--- config.mk ---
export PLATFORM = sky130hd
export DESIGN_NAME = irq_line_router
export DESIGN_NICKNAME = d
export VERILOG_FILES = /design/src/rtl/irq_router_pkg.sv /design/src/rtl/irq_router_dec.sv /design/src/rtl/irq_router_regs.sv /design/src/rtl/irq_router_mux.sv /design/src/rtl/irq_line_router.sv
export SDC_FILE = /design/constraint.sdc
export NUM_CORES = 1
export LEC_CHECK = 0
export BUFFER_PORTS_ARGS = -buffer_cell sky130_fd_sc_hd__buf_2
export CAP_MARGIN = 10
export CORE_MARGIN = 2
export CORE_UTILIZATION = 43
export CTS_BUF_LIST = sky130_fd_sc_hd__clkbuf_2
export DETAILED_ROUTE_END_ITERATION = 10
export PLACE_DENSITY = 0.75
export SLEW_MARGIN = 30
export SYNTH_ARGS = -nofsm -noshare
export SYNTH_HDL_FRONTEND = slang
export SYNTH_SLANG_ARGS = --single-unit
export TNS_END_PERCENT = 1
--- constraint.sdc ---
create_clock -name clk -period 6.2 [get_ports clk]
set_input_delay 0.93 -clock clk [delete_from_list [all_inputs] [get_ports clk]]
set_output_delay 0.93 -clock clk [all_outputs]
set_load 0.01 [all_outputs]
--- src/rtl/irq_router_pkg.sv ---
package irq_router_pkg;
   typedef enum logic [2:0] {
      RK_NONE  = 3'd0,
      RK_REMAP = 3'd1,
      RK_MODE  = 3'd2,
      RK_SEL   = 3'd3,
      RK_COMP  = 3'd4
   } reg_kind_e;
endpackage

--- src/rtl/irq_router_dec.sv ---
module irq_router_dec
   import irq_router_pkg::*;
#(
   parameter int unsigned ADDR_W = 10,
   parameter int unsigned NSEL   = 4,
   parameter int unsigned IDX_W  = 2,
   parameter logic [ADDR_W-1:0] OFF_REMAP = 'h00,
   parameter logic [ADDR_W-1:0] OFF_MODE  = 'h04,
   parameter logic [ADDR_W-1:0] OFF_SEL0  = 'h08,
   parameter logic [ADDR_W-1:0] OFF_COMP  = 'h20
) (
   input  logic [ADDR_W-1:0] addr,
   output reg_kind_e         kind,
   output logic [IDX_W-1:0]  idx
);
   always_comb begin
      kind = RK_NONE;
      idx  = '0;
      if (addr[1:0] == 2'b00) begin
         if (addr == OFF_REMAP)     kind = RK_REMAP;
         else if (addr == OFF_MODE) kind = RK_MODE;
         else if (addr == OFF_COMP) kind = RK_COMP;
         for (int j = 0; j < NSEL; j++) begin
            if (addr == OFF_SEL0 + ADDR_W'(4 * j)) begin
               kind = RK_SEL;
               idx  = IDX_W'(j);
            end
         end
      end
   end
endmodule

--- src/rtl/irq_router_regs.sv ---
module irq_router_regs
   import irq_router_pkg::*;
#(
   parameter int unsigned ADDR_W     = 10,
   parameter int unsigned DATA_W     = 32,
   parameter int unsigned NSEL       = 4,
   parameter int unsigned FIELD_BITS = 16,
   parameter int unsigned IDX_W      = 2
) (
   input  logic                       clk,
   input  logic                       rst_n,
   input  logic                       bus_en,
   input  logic                       bus_wr,
   input  logic [ADDR_W-1:0]          bus_addr,
   input  logic [DATA_W-1:0]          bus_wdata,
   output logic [DATA_W-1:0]          bus_rdata,
   output logic                       err_o,
   output logic [NSEL*FIELD_BITS-1:0] sel_flat
);
   reg_kind_e              kind;
   logic [IDX_W-1:0]       idx;
   logic [FIELD_BITS-1:0]  sel_q [NSEL];
   logic [DATA_W-1:0]      comp_q;
   logic [DATA_W-1:0]      rd_mux;

   irq_router_dec #(.ADDR_W(ADDR_W), .NSEL(NSEL), .IDX_W(IDX_W)) u_dec (
      .addr (bus_addr),
      .kind (kind),
      .idx  (idx)
   );

   always_comb begin
      case (kind)
         RK_SEL:  rd_mux = DATA_W'(sel_q[idx]);
         RK_COMP: rd_mux = comp_q;
         default: rd_mux = '0;
      endcase
   end

   always_ff @(posedge clk) begin
      if (!rst_n) begin
         for (int j = 0; j < NSEL; j++) sel_q[j] <= '0;
         comp_q    <= '0;
         bus_rdata <= '0;
         err_o     <= 1'b0;
      end else begin
         err_o <= bus_en && (kind == RK_NONE);
         if (bus_en && bus_wr) begin
            case (kind)
               RK_SEL:  sel_q[idx] <= bus_wdata[FIELD_BITS-1:0];
               RK_COMP: comp_q     <= bus_wdata;
               default: ;
            endcase
         end
         if (bus_en && !bus_wr) bus_rdata <= rd_mux;
      end
   end

   for (genvar j = 0; j < NSEL; j++) begin : g_flat
      assign sel_flat[j*FIELD_BITS +: FIELD_BITS] = sel_q[j];
   end
endmodule

--- src/rtl/irq_router_mux.sv ---
module irq_router_mux #(
   parameter int unsigned PORTS = 9,
   parameter int unsigned PINS  = 16,
   parameter int unsigned SEL_W = 4
) (
   input  logic [PINS*SEL_W-1:0]  sel_flat,
   input  logic [PORTS*PINS-1:0]  pin_i,
   output logic [PINS-1:0]        line_o
);
   for (genvar k = 0; k < PINS; k++) begin : g_line
      logic [SEL_W-1:0] s;
      logic             lvl;
      assign s = sel_flat[k*SEL_W +: SEL_W];
      if ((2 ** SEL_W) > PORTS) begin : g_guarded
         always_comb begin
            lvl = 1'b0;
            for (int p = 0; p < PORTS; p++)
               if (s == SEL_W'(p)) lvl = pin_i[p*PINS + k];
         end
      end else begin : g_full
         always_comb begin
            lvl = 1'b0;
            for (int p = 0; p < (2 ** SEL_W); p++)
               if (s == SEL_W'(p)) lvl = pin_i[p*PINS + k];
         end
      end
      assign line_o[k] = lvl;
   end
endmodule

--- src/rtl/irq_line_router.sv ---
module irq_line_router #(
   parameter int unsigned PORTS  = 9,
   parameter int unsigned PINS   = 16,
   parameter int unsigned SEL_W  = 4,
   parameter int unsigned ADDR_W = 10,
   parameter int unsigned DATA_W = 32
) (
   input  logic                    clk,
   input  logic                    rst_n,
   input  logic                    bus_en,
   input  logic                    bus_wr,
   input  logic [ADDR_W-1:0]       bus_addr,
   input  logic [DATA_W-1:0]       bus_wdata,
   output logic [DATA_W-1:0]       bus_rdata,
   output logic                    err_o,
   input  logic [PORTS*PINS-1:0]   pin_i,
   output logic [PINS-1:0]         line_o
);
   localparam int unsigned PER_REG    = 4;
   localparam int unsigned NSEL       = PINS / PER_REG;
   localparam int unsigned FIELD_BITS = PER_REG * SEL_W;
   localparam int unsigned IDX_W      = (NSEL > 1) ? $clog2(NSEL) : 1;

   if (FIELD_BITS > DATA_W) begin : g_bad_width
      $error("select fields do not fit a data word");
   end
   if ((PINS % PER_REG) != 0) begin : g_bad_pins
      $error("pin count must be a multiple of fields per register");
   end
   if ((2 ** SEL_W) < PORTS) begin : g_bad_sel
      $error("select field too narrow for port count");
   end

   logic [PINS*SEL_W-1:0] sel_flat;

   irq_router_regs #(
      .ADDR_W(ADDR_W), .DATA_W(DATA_W), .NSEL(NSEL),
      .FIELD_BITS(FIELD_BITS), .IDX_W(IDX_W)
   ) u_regs (
      .clk       (clk),
      .rst_n     (rst_n),
      .bus_en    (bus_en),
      .bus_wr    (bus_wr),
      .bus_addr  (bus_addr),
      .bus_wdata (bus_wdata),
      .bus_rdata (bus_rdata),
      .err_o     (err_o),
      .sel_flat  (sel_flat)
   );

   irq_router_mux #(.PORTS(PORTS), .PINS(PINS), .SEL_W(SEL_W)) u_mux (
      .sel_flat (sel_flat),
      .pin_i    (pin_i),
      .line_o   (line_o)
   );
endmodule

==> flow_summary.ini <==
[floorplanning]
die_w_microns = 130
dieArea_sq_mm = 0.0169
start_util_pct = 43.4
top_level_ports = 239
core_sq_mm = 0.0157
rows = 46
die_h_microns = 130

[clocking]
clk_pin_slew_ns = 0.15
cts-hold-fix-buffers = 0
cts_tree = done
postCtsSetupRepairBufs = 0
tritoncts.num_buffers = 17
clk_latency_ns = 0.67
cts_sinks = 129
htree_levels = 4
cts_resized = 0
root_buffer = clkbuf_2
cts.path.max_buffers = 2

[placed_design]
dp_slack_ns = 2.04
gp_congestion = 0.809
port_buffers = 238
hpwl_mm = 13.8

[critical_path]
worstSetupEndpointType = register
start_kind = input port
crit_buf_inv = 1
required_ns = 6.50
crit_family = simple AND/OR/NAND/NOR gates
path_cells = buf_2, or4_4, nor4_4, and4_1, nand2b_1
slowest_stage = nand2b_1
critPathMaxFanout = 17
critical_path.max_stage_delay_ns = 0.63
worstPathArrival_ns = 3.45
crit_type = input port to register

[logic_synthesis]
seq_area_frac_synth_pct = 47.3
synth_enable_flop_cells = 64
syn_area_per_cell_sq_um = 11.4
synthFlopType = dfxtp_1
ys_types = 41
ys_ff_latch = 129
yosys_warnings = 0
synthCells = 599
syn_area_sq_mm = 0.00682
syn-num-nets = 789
async_flop_share_pct = 0

[global_routing]
grt_pass1_vias = 5500
antenna_found_initial = 0
overflow = 0
grt_max_degree = 51
grt.total_usage_pct = 21.7
grt_pass1_wl_mm = 28.2

[sta]
fmax_mhz = 318
skew_ns = 0.0248
rsz0062_at_grt = false
timing.final.ws_setup_ns = 3.05
setup_violations = 0
finalSetupTns_ns = 0
hold_viol_final = 0
relSlewSlack_pct = 38.5
period_share_pct = 50.8
worst_pin_slew_ns = 0.923
finalMaxSlewViolations = 0
post-route-min-period_ns = 3.15

[job]
maxCapViolCount = 0

[power_and_ir_drop]
p_switching_w = 0.000410
power_frac_seq_pct = 58.5
sw_frac_of_total_pct = 25.4
p_int_w = 0.00121
pwr-share-comb_pct = 12.7
power_density_mw_per_mm2 = 193
power.leakage_nw = 3.75
ir_worst_vdd_mv = 0.174
clock_power_share_pct = 28.9

[route]
wire_per_inst_microns = 17.7
vias_per_cell = 5.47
drt-total-wl_mm = 18.5
num_vias = 5709
dr.pass1.iters = 5
drc = 0
drtAntennaViolNets = 0
drtIter0Drc = 437

[finish]
layout-drive-gt1-share_pct = 38.9
diodes = 0
syn2layout_area_growth_pct = 22.8
nets = 1006
fillers = 1395

[run_status]
status = completed

[hold_path]
hold_path_class = input port to register
-- worst register-to-register path: cells and delay by family, from the launching register on --
family             cells  cell delay, ns
DFF                    1            0.54
AOI/OAI and AO/OA      3            0.56
-- sequential cells by signal, indices dropped and copies added (netlist names) --
name / flops
u_regs.comp_q: 32
u_regs.bus_rdata: 32
u_regs.err_o: 1
u_regs.sel_q: 64
-- cell families after synthesis --
group | Yosys count | synth area share, %
and+or+nand+nor | 203 | 17.7
DFF | 129 | 47.3
AOI/OAI and AO/OA | 118 | 12.4
muxes | 80 | 17.6
buffers and inverters | 68 | 4.92
xor gates and xnor gates | 1 | 0.129
-- per-stage QoR --
step / power [W] / util, % / instances / hold slack, ns / area (sq um)
floorplan: 0.00107 / - / 599 / 0.453 / 6820
global placement: 0.00116 / 51.6 / 1009 / 0.469 / 8120
detailed placement: 0.00117 / 51.8 / 1011 / 0.482 / 8140
CTS: 0.00162 / 53.1 / 1042 / 0.455 / 8340
global route: 0.00168 / 53.3 / 1044 / 0.430 / 8370
finish: 0.00161 / 53.3 / 1044 / 0.502 / 8370
-- synthesized netlist by cell type (13+ instances only) --
cell | count | area [sq um]
a32oi_1 | 13 | 114
clkbuf_1 | 24 | 90.1
a21oi_1 | 17 | 85.1
inv_1 | 17 | 63.8
nand2_1 | 32 | 120
mux4_2 | 32 | 721
edfxtp_1 | 64 | 1920
buf_4 | 17 | 128
dfxtp_1 | 65 | 1300
nor4b_1 | 16 | 140
nor2_1 | 51 | 191
a211oi_1 | 16 | 120
o211ai_1 | 19 | 143
o21ai_0 | 16 | 80.1
o22a_1 | 16 | 140
and2_1 | 64 | 400
a22oi_1 | 19 | 143
mux2i_1 | 48 | 480
-- area by class of cell --
class | count | area, sq um | share of cell area, %
sequential | 129 | 3220 | 38.5
timing repair buffer | 249 | 1290 | 15.4
clock inverter | 10 | 93.8 | 1.12
clock buffer | 21 | 105 | 1.26
tap | 216 | 270 | 3.23
inverter | 17 | 63.8 | 0.762
multi-input combinational | 402 | 3320 | 39.7
-- path summary, 6_finish.rpt --
kind | startpoint | end | slack (ns) | cells past startpoint
max | bus_addr[1] | u_regs.sel_q[1][4]$_SDFFCE_PN0P_ | 3.05 | 5
min | bus_wdata[30] | u_regs.comp_q[30]$_SDFFE_PN0P_ | 0.50 | 3
min reg2reg | u_regs.comp_q[30]$_SDFFE_PN0P_ | u_regs.comp_q[30]$_SDFFE_PN0P_ | 0.51 | 2
max reg2reg | u_regs.sel_q[2][0]$_SDFFCE_PN0P_ | u_regs.bus_rdata[0]$_SDFFE_PN0P_ | 5.00 | 3
-- metal layers --
metal / GRT usage [%] / wire (microns)
met3: 6.07 / 1630
met1: 27.9 / 7340
met2: 35.7 / 9090
met5: 0 / 0
met4: 6.96 / 406
-- cells in the final DEF, fill, tap and decap left out, types with 10 or more instances in the layout --
cell      count
a21oi_1      17
o22a_1       16
dfxtp_1      65
nor4b_1      16
a32oi_1      13
a211oi_1     16
mux4_2       32
mux2i_1      48
buf_2       238
inv_1        16
nand4b_1     10
clkbuf_2     21
nor2_1       51
a22oi_1      19
nand2_1      32
and2_1       64
o21ai_0      16
o211ai_1     19
edfxtp_1     64
-- power by group through the flow --
stage / clock network, W / registers [W] / logic (W)
finish: 0.000466 / 0.000944 / 0.000204
global route: 0.000511 / 0.000948 / 0.000223
CTS: 0.000471 / 0.000945 / 0.000204
detailed placement: 0 / 0.000963 / 0.000204
global placement: 0 / 0.000963 / 0.000201
floorplan: 0 / 0.000951 / 0.000118
Note: power is estimated with default switching activity, not from simulation.
